### src/rtl/rstseq_pkg.sv
package rstseq_pkg;

  typedef enum logic [3:0] {
    CS_NONE      = 4'd0,
    CS_POR       = 4'd1,
    CS_MCLR_RUN  = 4'd2,
    CS_MCLR_SLP  = 4'd3,
    CS_WDT_RUN   = 4'd4,
    CS_WDT_WAKE  = 4'd5,
    CS_BOR       = 4'd6,
    CS_SWRST     = 4'd7,
    CS_STKFULL   = 4'd8,
    CS_STKUNF    = 4'd9
  } cause_e;

  typedef enum logic [2:0] {
    ST_HOLD,
    ST_PWRT,
    ST_OST,
    ST_PLL,
    ST_RUN
  } stage_e;

  typedef struct packed {
    logic   valid;
    logic   wake;
    logic   power;
    cause_e code;
  } evt_t;

  localparam logic [2:0] MODE_HSPLL = 3'd6;

  // crystal / resonator modes need the oscillator settle count
  function automatic logic needs_ost(input logic [2:0] mode);
    return (mode == 3'd0) || (mode == 3'd1) || (mode == 3'd2) || (mode == MODE_HSPLL);
  endfunction

endpackage

### src/rtl/rstseq_pin_filter.sv
module rstseq_pin_filter #(
  parameter int SAMPLES = 4
) (
  input  logic clk,
  input  logic rst,
  input  logic pin_n,
  input  logic tick,
  output logic pin_low,
  output logic hold
);
  localparam int CW = (SAMPLES > 1) ? $clog2(SAMPLES) : 1;
  localparam logic [CW-1:0] LAST = CW'(SAMPLES - 1);

  logic          sync1, sync2;
  logic [CW-1:0] run_cnt;

  always_ff @(posedge clk) begin
    if (rst) begin
      sync1 <= 1'b1;
      sync2 <= 1'b1;
    end else begin
      sync1 <= pin_n;
      sync2 <= sync1;
    end
  end

  assign pin_low = ~sync2;

  always_ff @(posedge clk) begin
    if (rst) begin
      run_cnt <= '0;
      hold    <= 1'b0;
    end else if (tick) begin
      if (!sync2) begin
        if (run_cnt == LAST) begin
          hold <= 1'b1;
        end else begin
          run_cnt <= run_cnt + 1'b1;
        end
      end else begin
        run_cnt <= '0;
        hold    <= 1'b0;
      end
    end
  end

endmodule

### src/rtl/rstseq_cause_enc.sv
module rstseq_cause_enc
  import rstseq_pkg::*;
(
  input  logic       clk,
  input  logic       rst,
  input  logic       por,
  input  logic       bor,
  input  logic       mclr_rise,
  input  logic       wdt,
  input  logic       sw,
  input  logic       sfull,
  input  logic       sunder,
  input  logic       sleeping,
  output evt_t       evt,
  output logic [3:0] cause_o,
  output logic       to_o,
  output logic       pd_o
);
  cause_e cause_q;

  // fixed precedence, highest first
  always_comb begin
    evt = '0;
    if (por) begin
      evt.valid = 1'b1;
      evt.power = 1'b1;
      evt.code  = CS_POR;
    end else if (bor) begin
      evt.valid = 1'b1;
      evt.power = 1'b1;
      evt.code  = CS_BOR;
    end else if (mclr_rise) begin
      evt.valid = 1'b1;
      evt.code  = sleeping ? CS_MCLR_SLP : CS_MCLR_RUN;
    end else if (wdt) begin
      evt.valid = 1'b1;
      evt.wake  = sleeping;
      evt.code  = sleeping ? CS_WDT_WAKE : CS_WDT_RUN;
    end else if (sw) begin
      evt.valid = 1'b1;
      evt.code  = CS_SWRST;
    end else if (sfull) begin
      evt.valid = 1'b1;
      evt.code  = CS_STKFULL;
    end else if (sunder) begin
      evt.valid = 1'b1;
      evt.code  = CS_STKUNF;
    end
  end

  always_ff @(posedge clk) begin
    if (rst) begin
      cause_q <= CS_POR;
      to_o    <= 1'b0;
      pd_o    <= 1'b0;
    end else if (evt.valid) begin
      cause_q <= evt.code;
      to_o    <= (evt.code == CS_WDT_RUN) || (evt.code == CS_WDT_WAKE);
      pd_o    <= (evt.code == CS_MCLR_SLP) || (evt.code == CS_WDT_WAKE);
    end
  end

  assign cause_o = cause_q;

endmodule

### src/rtl/rstseq_stage_seq.sv
module rstseq_stage_seq
  import rstseq_pkg::*;
#(
  parameter int PWRT_TICKS = 72,
  parameter int OST_CYCLES = 1024,
  parameter int PLL_TICKS  = 2
) (
  input  logic       clk,
  input  logic       rst,
  input  logic       start,
  input  logic       start_power,
  input  logic       hold,
  input  logic [2:0] osc_mode,
  input  logic       pwrt_en,
  input  logic       tick,
  output logic       core_rst_o,
  output logic       pll_sel_o
);
  localparam int MAXA = (PWRT_TICKS > OST_CYCLES) ? PWRT_TICKS : OST_CYCLES;
  localparam int MAXC = (MAXA > PLL_TICKS) ? MAXA : PLL_TICKS;
  localparam int CW   = $clog2(MAXC + 1);
  localparam logic [CW-1:0] PWRT_LAST = CW'(PWRT_TICKS - 1);
  localparam logic [CW-1:0] OST_LAST  = CW'(OST_CYCLES - 1);
  localparam logic [CW-1:0] PLL_LAST  = CW'(PLL_TICKS - 1);

  stage_e        st, st_n;
  logic [CW-1:0] cnt, cnt_n;
  logic          pend, pend_n;
  stage_e        after_pwrt, after_ost;
  logic          is_pll_mode;

  assign is_pll_mode = (osc_mode == MODE_HSPLL);
  assign after_ost   = is_pll_mode ? ST_PLL : ST_RUN;
  assign after_pwrt  = needs_ost(osc_mode) ? ST_OST : after_ost;

  always_comb begin
    st_n   = st;
    cnt_n  = cnt;
    pend_n = pend;
    if (start) begin
      st_n   = ST_HOLD;
      cnt_n  = '0;
      pend_n = start_power;
    end else if (hold) begin
      st_n  = ST_HOLD;
      cnt_n = '0;
    end else begin
      case (st)
        ST_HOLD: begin
          cnt_n = '0;
          st_n  = (pend && pwrt_en) ? ST_PWRT : after_pwrt;
        end
        ST_PWRT: begin
          if (tick) begin
            if (cnt == PWRT_LAST) begin
              st_n  = after_pwrt;
              cnt_n = '0;
            end else begin
              cnt_n = cnt + 1'b1;
            end
          end
        end
        ST_OST: begin
          if (cnt == OST_LAST) begin
            st_n  = after_ost;
            cnt_n = '0;
          end else begin
            cnt_n = cnt + 1'b1;
          end
        end
        ST_PLL: begin
          if (tick) begin
            if (cnt == PLL_LAST) begin
              st_n  = ST_RUN;
              cnt_n = '0;
            end else begin
              cnt_n = cnt + 1'b1;
            end
          end
        end
        default: begin
          pend_n = 1'b0;
          cnt_n  = '0;
        end
      endcase
    end
  end

  always_ff @(posedge clk) begin
    if (rst) begin
      st         <= ST_HOLD;
      cnt        <= '0;
      pend       <= 1'b1;
      core_rst_o <= 1'b1;
      pll_sel_o  <= 1'b0;
    end else begin
      st         <= st_n;
      cnt        <= cnt_n;
      pend       <= pend_n;
      core_rst_o <= (st_n != ST_RUN);
      pll_sel_o  <= is_pll_mode;
    end
  end

endmodule

### src/rtl/rstseq_ctrl.sv
module rstseq_ctrl
  import rstseq_pkg::*;
#(
  parameter int PWRT_TICKS   = 72,
  parameter int OST_CYCLES   = 1024,
  parameter int PLL_TICKS    = 2,
  parameter int MCLR_SAMPLES = 4
) (
  input  logic       clk,
  input  logic       rst,
  input  logic       por_pulse,
  input  logic       bor_pulse,
  input  logic       mclr_n,
  input  logic       wdt_expire,
  input  logic       soft_rst_req,
  input  logic       stk_full,
  input  logic       stk_under,
  input  logic       cpu_sleeping,
  input  logic [2:0] osc_mode,
  input  logic       pwrt_en,
  input  logic       lp_tick,
  output logic       core_rst,
  output logic       clk_sel_pll,
  output logic [3:0] rst_cause,
  output logic       flag_to,
  output logic       flag_pd
);
  logic mclr_hold, mclr_hold_q, mclr_low, mclr_rise;
  evt_t evt;
  logic seq_start;

  rstseq_pin_filter #(.SAMPLES(MCLR_SAMPLES)) u_filt (
    .clk     (clk),
    .rst     (rst),
    .pin_n   (mclr_n),
    .tick    (lp_tick),
    .pin_low (mclr_low),
    .hold    (mclr_hold)
  );

  always_ff @(posedge clk) begin
    if (rst) mclr_hold_q <= 1'b0;
    else     mclr_hold_q <= mclr_hold;
  end

  assign mclr_rise = mclr_hold & ~mclr_hold_q;

  rstseq_cause_enc u_cause (
    .clk       (clk),
    .rst       (rst),
    .por       (por_pulse),
    .bor       (bor_pulse),
    .mclr_rise (mclr_rise),
    .wdt       (wdt_expire),
    .sw        (soft_rst_req),
    .sfull     (stk_full),
    .sunder    (stk_under),
    .sleeping  (cpu_sleeping),
    .evt       (evt),
    .cause_o   (rst_cause),
    .to_o      (flag_to),
    .pd_o      (flag_pd)
  );

  assign seq_start = evt.valid & ~evt.wake;

  rstseq_stage_seq #(
    .PWRT_TICKS (PWRT_TICKS),
    .OST_CYCLES (OST_CYCLES),
    .PLL_TICKS  (PLL_TICKS)
  ) u_seq (
    .clk         (clk),
    .rst         (rst),
    .start       (seq_start),
    .start_power (evt.power),
    .hold        (mclr_hold),
    .osc_mode    (osc_mode),
    .pwrt_en     (pwrt_en),
    .tick        (lp_tick),
    .core_rst_o  (core_rst),
    .pll_sel_o   (clk_sel_pll)
  );

endmodule

### config.mk
export PLATFORM = sky130hd
export DESIGN_NAME = rstseq_ctrl
export DESIGN_NICKNAME = d
export VERILOG_FILES = /design/src/rtl/rstseq_pkg.sv /design/src/rtl/rstseq_pin_filter.sv /design/src/rtl/rstseq_cause_enc.sv /design/src/rtl/rstseq_stage_seq.sv /design/src/rtl/rstseq_ctrl.sv
export SDC_FILE = /design/constraint.sdc
export NUM_CORES = 1
export LEC_CHECK = 0
export CORE_UTILIZATION = 48
export DETAILED_ROUTE_END_ITERATION = 16
export GPL_TIMING_DRIVEN = 0
export PLACE_DENSITY_LB_ADDON = 0.2
export SLEW_MARGIN = 10
export SYNTH_ARGS = -nofsm -noshare
export SYNTH_HDL_FRONTEND = slang
export SYNTH_SLANG_ARGS = --single-unit
### constraint.sdc
create_clock -name clk -period 2.2 [get_ports clk]
set_clock_uncertainty 0.2 [all_clocks]
set_input_delay 0.44 -clock clk [delete_from_list [all_inputs] [get_ports clk]]
set_output_delay 0.44 -clock clk [all_outputs]
set_load 0.005 [all_outputs]
Word level (Yosys, flattened, before mapping):

Cells that the tools add are included.

* word-level logic and storage cells: 98
* flip-flop bits (word level): 29
* input port bits: 15

* equal/unequal tests: 19
* reductions and logical operators: 15
* add/sub/neg operators: 2
* bitwise operators: 4
* mux-type cells: 45

Operator list (number)
* 11-bit two-way mux: 5
* 11-bit one-hot mux with 3 select lines: 1
* 3-bit two-way mux: 10
* 4-bit two-way mux: 6
* 1-bit two-way mux: 19
* 3-bit one-hot mux with 4 select lines: 1
* 11-bit by 1-bit adder with 11-bit output (second input constant): 1
* 11-bit by 1-bit == test with 1-bit output (second input constant): 1
* 11-bit by 10-bit == test with 1-bit output (second input constant): 1
* 11-bit by 7-bit == test with 1-bit output (second input constant): 1
* 3-bit by 2-bit == test with 1-bit output (second input constant): 3
* 4-bit by 3-bit == test with 1-bit output (second input constant): 2
* 2-bit AND reduction: 4
* 3-bit by 1-bit == test with 1-bit output (second input constant): 2
* 3-bit logical NOT: 2
* 2-bit != test (second input constant): 3
* 1-bit logical OR: 5
* 5-bit two-way mux: 1
* 4-bit by 2-bit == test with 1-bit output (second input constant): 1
* 2-bit two-way mux: 2
* 2-bit by 1-bit != test with 1-bit output (second input constant): 2
* 4-bit OR reduction: 1
* 3-bit == test (second input constant): 1
* 3-bit != test (second input constant): 1
* 7 further kinds: 9

Depth between registers and ports, before layout:

* word-level depth: 11
* gate-level depth with buffers: 8
* gate-level depth less buffers: 7

Cells and area by module:

From an unflattened synthesis, not the netlist that was laid out.

* cell total of the unflattened synthesis: 202
* area, all modules: 1720.4 um^2

Modules (own cells, without submodules)
* rstseq_stage_seq: seq. area each 340.3 um^2, cells each 135, area each 1128.6 um^2, instances 1
* rstseq_cause_enc: seq. area each 120.1 um^2, cells each 43, area each 344.1 um^2, instances 1
* rstseq_pin_filter: seq. area each 100.1 um^2, cells each 20, area each 193.9 um^2, instances 1
* rstseq_ctrl: seq. area each 20.0 um^2, cells each 4, area each 53.8 um^2, instances 1

Least setup slack after synthesis:

Ideal clock, no wire load.

* path type: flip-flop to flip-flop
* from: register u_seq.cnt[0]
* to: register u_seq.cnt[8]
* data arrival time: 1902 ps
* cell stages (with the launch flop): 8
* setup slack: -22 ps
* cells stage by stage: dfxtp_1 ha_1 nand3_4 or4_4 a32oi_4 buf_6 nor3_1 a211o_1

* word-level cells in the longest chain between the ends: 4
* elaborated cells on any way between the ends: 10

Ends and longest elaborated chain
* start: declaration: RTL line rstseq_stage_seq.sv:27 `logic [CW-1:0] cnt, cnt_n;`
* start signal: assignment: RTL line rstseq_stage_seq.sv:98 `cnt <= cnt_n;`
* 11-bit by 1-bit adder with 11-bit output, or another cell as far along: RTL line rstseq_stage_seq.sv:59, rstseq_stage_seq.sv:68, rstseq_stage_seq.sv:77
* 11-bit two-way mux (on tied branches): RTL line rstseq_stage_seq.sv:73, rstseq_stage_seq.sv:55
* 11-bit two-way mux (on tied branches): RTL line rstseq_stage_seq.sv:72, rstseq_stage_seq.sv:54
* 11-bit one-hot mux with 3 select lines *: RTL line rstseq_stage_seq.sv:48 `case (st)`

Every way passes the cells marked *; elsewhere a longest branch is shown, timed or not. The select of a mux whose other input is x is not followed.
A chain may end at the register's enable or synchronous reset.

Worst setup path in the final report:

* from: register u_seq.cnt[6]
* to: register u_seq.cnt[4]

* word-level cells in the longest chain between the ends: 4
* elaborated cells on any way between the ends: 9

Ends and longest elaborated chain (RTL line)
* 11-bit by 1-bit == test with 1-bit output or 11-bit by 7-bit == test with 1-bit output (tied branches): rstseq_stage_seq.sv:73, rstseq_stage_seq.sv:55
* 11-bit two-way mux (on tied branches): rstseq_stage_seq.sv:73, rstseq_stage_seq.sv:55
* 11-bit two-way mux (on tied branches): rstseq_stage_seq.sv:72, rstseq_stage_seq.sv:54
* 11-bit one-hot mux with 3 select lines *: rstseq_stage_seq.sv:48

Marks and branches as above.

==> metrics <==
Main synth FF type=dfxtp_1; hold path start=por_pulse; Core ar.=0.003078 sq mm; Die Ht=59.33 um; GRT Residual Overflow=0; crit-path max FO=6; Setup WS post-layout=-0.01587 ns; # Max-Cap Violations=0; reg-to-reg startpoint=u_seq.cnt[6]; register area=594.3 sq um; area leader, netlist=dfxtp_1; dpl ws=-0.7890 ns; Antenna Cells=0; CTS tree=built; total track usage=24.21%; Final Util=69.84%; H-tree levels=2; Yosys cell types=48; worst slew pin tran=0.5225 ns; Die W=59.33 um; share of the synthesized area in the top cell type=36.80%; WP data arrival=2.24 ns; largest cells by area after synthesis=dfxtp_1 37%, nor2_1 4.3%, a21oi_1 3.5%; critical path's slowest cell=or4_4; Post-Syn Instances=183; Syn Std Cell Area=0.001578 sq mm; largest net degree at the start of global routing=11; Avg WL per Cell=14.28 um; clock slew seen by the registers of the worst setup and hold paths=0.09 ns; fin nets=242; unrepaired setup endpoints after global routing=yes; hold path cells=3; number of synthesized flops with an enable pin=0; Tcrit/Tclk final=100.7%; via count=1486; Worst VDD drop=0.3475 mV; Total Power=957.1 uW; area delta synth->final=36.24%; startpoint type of the worst setup path=register; Post-Place Cells=249; CP Capture Type=register; Initial DRC Count=99; first-pass detailed-route iteration total=4; asr flop ratio synth=0%; post-DP HPWL=2.537 mm; Starting Density=51.26%; final std cells w/o fill=268; PortBufs=22; Hold Path End=u_cause.cause_o[0]; pwr dens=445.3 mW/mm^2; GP Congestion=0.8515; fraction of layout instances using a drive strength above 1=26.34%; most used cell, CP=buf_6; reg2reg end=u_seq.cnt[4]; CTS Root Buffer Type=clkbuf_4; vias in the first global route=1411; Clock Latency Late Sink=0.33 ns; Crit Path Class=reg2reg; first-pass GRT wire length=6.258 mm; CP Data Required Time=2.23 ns; Slew HR=65.09%; initial antenna violation count=0; Worst path max stage delay=0.58 ns; Clock Path Buffers=2; I/O pin count=23; Fmax=451.3 MHz; fillers=260; TritonCTS buffer count=5; static leakage power=0.7980 nW; Avg Inst Size Synth=8.622 sq um; area occupied by multi-input gates=0.001022 sq mm; fin crit period=2.216 ns; clock sink total=29; row cnt=20; failing checks=negative setup slack; Post-Syn Nets=201; Hold Crit Class=in2reg; post-route ant nets=0; register area share after synthesis=36.80%; status=finished, violations left; worst r2r path cells=7; fin area=0.002150 sq mm; DP Area=0.001856 sq mm; fin. max-slew vios=0; DR DRC count=0; die area=0.003520 sq mm; drt total wl=3.828 mm; final hold viol count=0; vias per inst=5.545; Yosys warning total=0; worst reg-to-reg setup slack=-0.02 ns; final setup fails=3; CP cell instances=buf_6, nand4_1, or4_4, a32oi_4, buf_6, nor3_1, a211o_1; post-synthesis sequential element count=29
critical path: cells and delay by family (launching register included):
| family | cells | cell delay [ns] |
|---|---|---|
| compound gates | 2 | 0.50 |
| buf+inv | 2 | 0.29 |
| flops | 1 | 0.34 |
| simple gates | 3 | 0.79 |
per-layer routing:
layer	up-vias	GRT usage (%)	part of all wire [%]
met5	-	0	0
met4	0	14.29	1.7
met3	8	5.022	3.8
met2	33	37.88	49
met1	688	30.58	46
li1	757	-	-
cell families (layout without fill, tap and decap cells):
logic type,count (synthesis),count (layout),synth area share [%]
DFF,29,29,36.80
xor gates and xnor gates,3,3,1.666
AOI/OAI and AO/OA,47,47,22.05
buffers and inverters,17,58,6.740
and+or+nand+nor,83,83,29.74
adders and majority gates,3,3,2.379
muxes,1,1,0.6344
synthesized netlist by cell type (all sizes together) (2+ instances only):
cell type and n:
a211o 5, o311ai 2, nor4b 3, o2bb2ai 3, a21oi 11, xnor2 2
dfxtp 29, o211ai 2, nor2 18, nand2b 4, nand3 6, inv 8
clkbuf 4, nor3 8, a21o 3, nand2 12, or2 4, buf 5
and3 4, ha 3, nor2b 3, and2b 2, nor4 7, a211oi 5
nand4 5, a32oi 3, o21ai 7, or3 2
report_power, final:
part / switching (mW) / internal, mW
Clock: 0.179 / 0.150
Combinational: 0.0441 / 0.0485
Sequential: 0.00448 / 0.530
Total: 0.228 / 0.729
metrics by stage:
step	hold slack, ns	setup TNS (ns)
floorplan	0.1895	0
global placement	0.2007	-6.230
detailed placement	0.2043	-6.853
CTS	0.2285	0
global route	0.2612	-0.2205
finish	0.2093	-0.03084
how the worst max path moves through the flow:
stage                      start               end  slack, ns
global route        u_seq.cnt[4]      u_seq.cnt[5]      -0.08
floorplan           u_seq.cnt[0]      u_seq.cnt[8]      0.002
detailed placement       lp_tick  u_seq.core_rst_o      -0.79
global placement         lp_tick  u_seq.core_rst_o      -0.70
CTS                 u_seq.cnt[4]      u_seq.cnt[8]      0.001
finish              u_seq.cnt[6]      u_seq.cnt[4]      -0.02
final cells by class:
class | count | share of cell area, %
Tap cell | 44 | 2.561
Timing Repair Buffer | 34 | 14.09
Clock buffer | 7 | 2.561
Sequential cell | 29 | 27.65
Multi-Input combinational cell | 137 | 47.56
Buffer | 9 | 4.191
Inverter | 8 | 1.397
placed cells by master, fill, tap and decap left out, types with 3 or more instances in the layout:
cell	netlist	final
a211o_1	4	4
a211oi_1	5	5
a21o_1	3	3
a21oi_1	11	11
and3_1	4	4
buf_4	2	12
buf_6	3	6
clkbuf_2	2	3
clkbuf_4	0	5
clkdlybuf4s50_1	0	16
dfxtp_1	29	22
dfxtp_2	0	5
inv_1	8	8
nand2_1	12	12
nand2b_1	4	4
nand3_1	5	5
nand4_1	5	5
nor2_1	18	18
nor2b_1	3	3
nor3_1	8	7
nor4_2	0	3
o21ai_0	7	7
o2bb2ai_1	3	3
or2_2	4	4
what timing repair did:
action | in CTS | in global routing
resized for setup | 19 | 27
pin swaps | 5 | 10
endpoints found under the setup margin | 13 | 10
setup buffers | 5 | 6
hold buffers | 0 | 0
cloned | 1 | 0
sequential cells by signal (all words and copies together), names as in the netlist, 2 cells and up:
name	count
u_seq.cnt	11
u_filt.run_cnt	2
u_seq.st	3
u_cause.cause_o	4
No activity file was read; power rests on OpenSTA's default activity.
